--- src/rtl/pwmj_pkg.sv ---
package pwmj_pkg;

    // Cause of the on-time end, as carried with the end strobe.
    typedef enum logic [1:0] {
        END_NONE  = 2'b00,
        END_TRIP  = 2'b01,
        END_MAXD  = 2'b10,
        END_EARLY = 2'b11
    } end_cause_e;

    typedef enum logic {
        SWEEP_UP = 1'b0,
        SWEEP_DN = 1'b1
    } sweep_dir_e;

    // Sweep depth in percent of the nominal period.
    localparam int JIT_PCT = 7;

    // Period change per sweep step for a given nominal period.
    function automatic int jit_step(input int nom, input int qsteps);
        return (nom * JIT_PCT / 100) / qsteps;
    endfunction

    // Longest possible on-time for a checker bound: duty limit of the widest period.
    function automatic int max_on(input int per_slow);
        return ((per_slow + per_slow * JIT_PCT / 100) * 3) / 4;
    endfunction

endpackage

--- src/rtl/pwmj_sweep.sv ---
module pwmj_sweep
    import pwmj_pkg::*;
#(
    parameter int PER_SLOW = 4166,
    parameter int QSTEPS   = 29,
    parameter int PW       = 13
) (
    input  logic          clk,
    input  logic          rst,
    input  logic          en,
    input  logic          fast,
    input  logic          wrap,
    output logic [PW-1:0] period
);

    localparam int NOM_S  = PER_SLOW;
    localparam int NOM_F  = PER_SLOW / 2;
    localparam int STEP_S = jit_step(NOM_S, QSTEPS);
    localparam int STEP_F = jit_step(NOM_F, QSTEPS);
    localparam int KW     = $clog2(QSTEPS + 1) + 2;

    logic signed [KW-1:0] k, k_nx;
    sweep_dir_e           dir, dir_nx;
    logic                 pace;
    logic                 advance;

    function automatic logic [PW-1:0] period_of(input logic f, input logic signed [KW-1:0] kk);
        int nom;
        int st;
        nom = f ? NOM_F : NOM_S;
        st  = f ? STEP_F : STEP_S;
        return PW'(nom + int'(kk) * st);
    endfunction

    // Triangular walk of the sweep index; fast mode steps every other cycle.
    always_comb begin
        advance = !fast || pace;
        k_nx    = k;
        dir_nx  = dir;
        if (advance) begin
            if (dir == SWEEP_UP) begin
                k_nx = k + 1'b1;
                if (k_nx == KW'(QSTEPS)) dir_nx = SWEEP_DN;
            end else begin
                k_nx = k - 1'b1;
                if (k_nx == KW'(-QSTEPS)) dir_nx = SWEEP_UP;
            end
        end
    end

    always_ff @(posedge clk) begin
        if (rst) begin
            k      <= '0;
            dir    <= SWEEP_UP;
            pace   <= 1'b0;
            period <= PW'(NOM_S);
        end else if (!en) begin
            period <= period_of(fast, k);
        end else if (wrap) begin
            k      <= k_nx;
            dir    <= dir_nx;
            pace   <= fast ? ~pace : 1'b0;
            period <= period_of(fast, k_nx);
        end
    end

endmodule

--- src/rtl/pwmj_phase.sv ---
module pwmj_phase
    import pwmj_pkg::*;
#(
    parameter int PW    = 13,
    parameter int BLANK = 38
) (
    input  logic          clk,
    input  logic          rst,
    input  logic          en,
    input  logic          trip,
    input  logic [PW-1:0] period,
    output logic          wrap,
    output logic          gate_on,
    output logic          cyc_start,
    output logic          end_stb,
    output end_cause_e    end_cause
);

    logic [PW-1:0] cnt;
    logic          early;
    logic [PW+1:0] prod;
    logic [PW-1:0] dlim;
    logic          in_blank;
    end_cause_e    fin;

    assign prod     = {2'b00, period} * (PW+2)'(3);
    assign dlim     = prod[PW+1:2];
    assign wrap     = en && (cnt == period - 1'b1);
    assign in_blank = gate_on && (cnt != '0) && (cnt < PW'(BLANK));

    // Decide whether this clock ends the on-time and why.
    always_comb begin
        fin = END_NONE;
        if (gate_on && (cnt != '0) && !in_blank) begin
            if (trip || early)    fin = early ? END_EARLY : END_TRIP;
            else if (cnt == dlim) fin = END_MAXD;
        end
    end

    always_ff @(posedge clk) begin
        if (rst) begin
            cnt       <= '0;
            gate_on   <= 1'b0;
            early     <= 1'b0;
            cyc_start <= 1'b0;
            end_stb   <= 1'b0;
            end_cause <= END_NONE;
        end else if (!en) begin
            cnt       <= '0;
            gate_on   <= 1'b0;
            early     <= 1'b0;
            cyc_start <= 1'b0;
            end_stb   <= 1'b0;
        end else begin
            cyc_start <= (cnt == '0);
            end_stb   <= (fin != END_NONE);
            if (fin != END_NONE) begin
                end_cause <= fin;
                gate_on   <= 1'b0;
            end
            if (cnt == '0) begin
                gate_on <= 1'b1;
                early   <= 1'b0;
            end else if (in_blank && trip) begin
                early <= 1'b1;
            end
            cnt <= wrap ? '0 : cnt + 1'b1;
        end
    end

endmodule

--- src/rtl/pwmj_timer.sv ---
module pwmj_timer
    import pwmj_pkg::*;
#(
    parameter int PER_SLOW = 4166,
    parameter int QSTEPS   = 29,
    parameter int BLANK    = 38
) (
    input  logic       clk,
    input  logic       rst,
    input  logic       en,
    input  logic       fast_mode,
    input  logic       trip,
    output logic       gate_on,
    output logic       cyc_start,
    output logic       end_stb,
    output logic [1:0] end_cause
);

    localparam int PW = $clog2(PER_SLOW * 2);

    logic [PW-1:0] period;
    logic          wrap;
    end_cause_e    cause_e;

    pwmj_sweep #(
        .PER_SLOW(PER_SLOW),
        .QSTEPS  (QSTEPS),
        .PW      (PW)
    ) u_sweep (
        .clk   (clk),
        .rst   (rst),
        .en    (en),
        .fast  (fast_mode),
        .wrap  (wrap),
        .period(period)
    );

    pwmj_phase #(
        .PW   (PW),
        .BLANK(BLANK)
    ) u_phase (
        .clk      (clk),
        .rst      (rst),
        .en       (en),
        .trip     (trip),
        .period   (period),
        .wrap     (wrap),
        .gate_on  (gate_on),
        .cyc_start(cyc_start),
        .end_stb  (end_stb),
        .end_cause(cause_e)
    );

    assign end_cause = cause_e;

endmodule

--- config.mk ---
export PLATFORM = sky130hd
export DESIGN_NAME = pwmj_timer
export DESIGN_NICKNAME = d
export VERILOG_FILES = /design/src/rtl/pwmj_pkg.sv /design/src/rtl/pwmj_sweep.sv /design/src/rtl/pwmj_phase.sv /design/src/rtl/pwmj_timer.sv
export SDC_FILE = /design/constraint.sdc
export NUM_CORES = 1
export LEC_CHECK = 0
export BUFFER_PORTS_ARGS = -buffer_cell sky130_fd_sc_hd__buf_4
export CAP_MARGIN = 30
export CORE_ASPECT_RATIO = 0.9
export CORE_MARGIN = 4
export CORE_UTILIZATION = 50
export DETAILED_ROUTE_END_ITERATION = 12
export PLACE_DENSITY = 0.75
export SLEW_MARGIN = 40
export SYNTH_ARGS = -nofsm -noshare
export SYNTH_HDL_FRONTEND = slang
export SYNTH_HIERARCHICAL = 1
export SYNTH_SLANG_ARGS = --single-unit
--- constraint.sdc ---
create_clock -name clk -period 6.61 [get_ports clk]
set_clock_uncertainty 0.1 [all_clocks]
set_input_delay 0.3305 -clock clk [delete_from_list [all_inputs] [get_ports clk]]
set_output_delay 0.3305 -clock clk [all_outputs]
set_load 0.01 [all_outputs]
==> out/metrics.cfg <==
[setup_path]
r2r_slack_ns = 1.45
path_buf_inv = 3
cpMostUsedCell = ha_1
cp-end-kind = register
r2r-end = u_sweep/period[12]
crit_required_ns = 6.66
cp_cell_sequence = ha_1, nand2_1, or3_1, xor2_1, mux2i_1, mux2i_1, inv_1, ha_1, ha_1, ha_1, inv_1, fa_1, inv_1, ha_1, nor2_1, o21bai_1, o41a_1, and4b_1, o31ai_1, o211ai_1
critPathKind = reg -> reg
cp_slowest_stage_delay_ns = 0.60
start_kind = register
cp_num_cells = 20
worstRegToRegCells = 20
cp_max_fo = 13
rr_startpoint = u_sweep/k[0]
crit_family = adder cells
cp.arrival_ns = 5.22
cp_slowest_cell = dfxtp_1

[floorplan]
io_pins = 10
die-area_um2 = 14200
die_w_um = 125
start_util = 0.512
coreArea_um2 = 12100
die_h_um = 113
row_count = 38

[min_path]
hold_depth = 3
min_path_type = in -> reg
hp-start = trip
holdPathEnd = u_phase/early

[sta]
finalSetupViolCount = 0
final.setup.tns_ns = 0
tightestPinTransition_ns = 0.611
rsz0062_at_grt = false
maxSlewHeadroom = 0.589
post-route-period-util = 0.781
hold_viol = 0
fmax_mhz = 194
fin_crit_ns = 5.16
slew_violations = 0

[logic_synthesis]
yosysUniqueCellTypes = 86
synth-seq-cells = 43
synthFlopType = dfxtp_1
ys_top_cells_by_area = ha_1 16%, dfxtp_1 14%, fa_1 7.4%
synth_edf_count = 0
synthesis.area_um2 = 6180
synth-async-reset-ratio = 0
yosysSeqAreaShare = 0.139
synth_area_per_cell_um2 = 8.05
synth_top_area_share = 0.158
synth_top_area_cell = ha_1
yosys_warnings = 6
syn_inst = 768

[pwr]
power.total_uw = 793
leakage_uw = 0.00284
irDropWorstVdd_v = 0.000102
power_density_nw_per_um2 = 123

[global_route]
grt_pass1_vias = 4721
antenna_found_initial = 0
globalRouteOverflowTotal = 0
grt-busiest-layer = met2
grt_usage = 0.195
grt_max_degree = 36
grt_pass1_wl_um = 23100
use_met2 = 0.303
met1_usage = 0.292
use_met3 = 0.0257

[clock_network]
clk_path_buf_depth = 2
cts_made_buffers = 5
clock_latency_ns = 0.29
post-cts-setup-buffer-count = 0
ctsHoldBuffers = 0
cts_root_buf = clkbuf_16
cts.sinks = 43
path_clk_slew_ns = 0.07
cts_tree = done
ctsResizeCount = 0
cts-htree-levels = 2

[layout]
final_common_cell = inv_1
nNetsFinal = 862
finalNonFillerCells = 917
multi_input_area_um2 = 4810
syn_to_final_growth_pct = 4.33
fin_area_um2 = 6450
final_util = 0.534
register_area_um2 = 861
antenna_cells = 0
fill_cells = 1166
mostFrequentLayoutCells = 88 x inv_1, 78 x ha_1, 62 x nor2_1
drive_gt1_frac = 0.0687

[place]
port_buffers = 9
post_dp_cell_area_um2 = 6280
dp.cells = 909
post-dp-hpwl_um = 10700
gp_congestion = 0.902

[routing]
drt_iter0_markers = 289
via_count = 5112
post_drt_wl_per_cell_um = 14.7
antenna_left = 0
first_pass_iters = 5
viasPerCell = 5.57
drcViolationCount = 0
finalWirelength_um = 13500

[run]
maxCapViolCount = 0

[run_status]
status = completed

-- tightest hold or removal path, cell delays in order --
cell and delay [ns]:
buf_4 0.09, a31oi_1 0.08, nor2_1 0.09
-- where the power goes --
part	internal [uW]	switching, uW
clock network	178	111
logic	93.5	132
registers	266	12.2
total	538	255
-- per-layer routing --
layer / up-vias / share of wire / routed length [um]
met5: - / 0 / 0
met2: 114 / 0.42 / 5710
li1: 2614 / - / -
met3: 10 / 0.050 / 673
met4: 0 / 0.0097 / 131
met1: 2374 / 0.52 / 6940
-- metrics by stage --
step	hold slack, ns	worst slack [ns]
after detailed placement	0.413	1.41
after global routing	0.261	1.14
after floorplan	0.295	1.95
after global placement	0.415	1.54
final	0.234	1.45
after CTS	0.224	1.46
-- logic make-up after synthesis --
logic type | after synthesis | share of synthesized area
xor+xnor | 88 | 0.134
compound gates | 175 | 0.204
simple gates | 224 | 0.187
buf+inv | 126 | 0.0885
fa+ha+maj | 101 | 0.232
flops | 43 | 0.139
other cells | 2 | 0.00122
mux | 9 | 0.0146
-- cells in the mapped netlist, drive strengths merged, types with 10 or more instances --
cell type and count:
o211ai 12, buf 15, a21o 14, nand2 44
xor2 42, a211oi 15, nand3 19, xnor2 46
inv 89, nand4 12, nor2b 12, nor3 15
nand2b 10, fa 23, ha 78, o21ai 34
clkbuf 22, dfxtp 43, a21oi 43, nor2 62
-- sequential cells by signal, indices dropped and copies added (netlist names) --
register and flops:
u_phase/cnt 14, u_sweep/period 14, u_sweep/k 7, u_phase/end_cause 2, u_phase/cyc_start 1, u_phase/early 1, u_phase/end_stb 1, u_phase/gate_on 1
u_sweep/dir 1, u_sweep/pace 1
-- worst max path at each step --
stage	start	to	slack, ns
final	u_sweep/k[0]	u_sweep/period[12]	1.45
after global routing	u_sweep/k[0]	u_sweep/period[12]	1.14
after CTS	u_sweep/k[0]	u_sweep/period[12]	1.46
after detailed placement	fast_mode	u_sweep/period[12]	1.41
after global placement	fast_mode	u_sweep/period[12]	1.54
after floorplan	u_sweep/k[0]	u_sweep/period[12]	1.95
-- final cells by class --
cell class	count	share of cell area
inverter	89	0.0518
sequential	43	0.133
tap	160	0.0310
clock buffer	5	0.0194
multi-input combinational	607	0.746
clock inverter	3	0.00679
timing repair buffer	10	0.0116
Power figures use the tool's default switching activity.
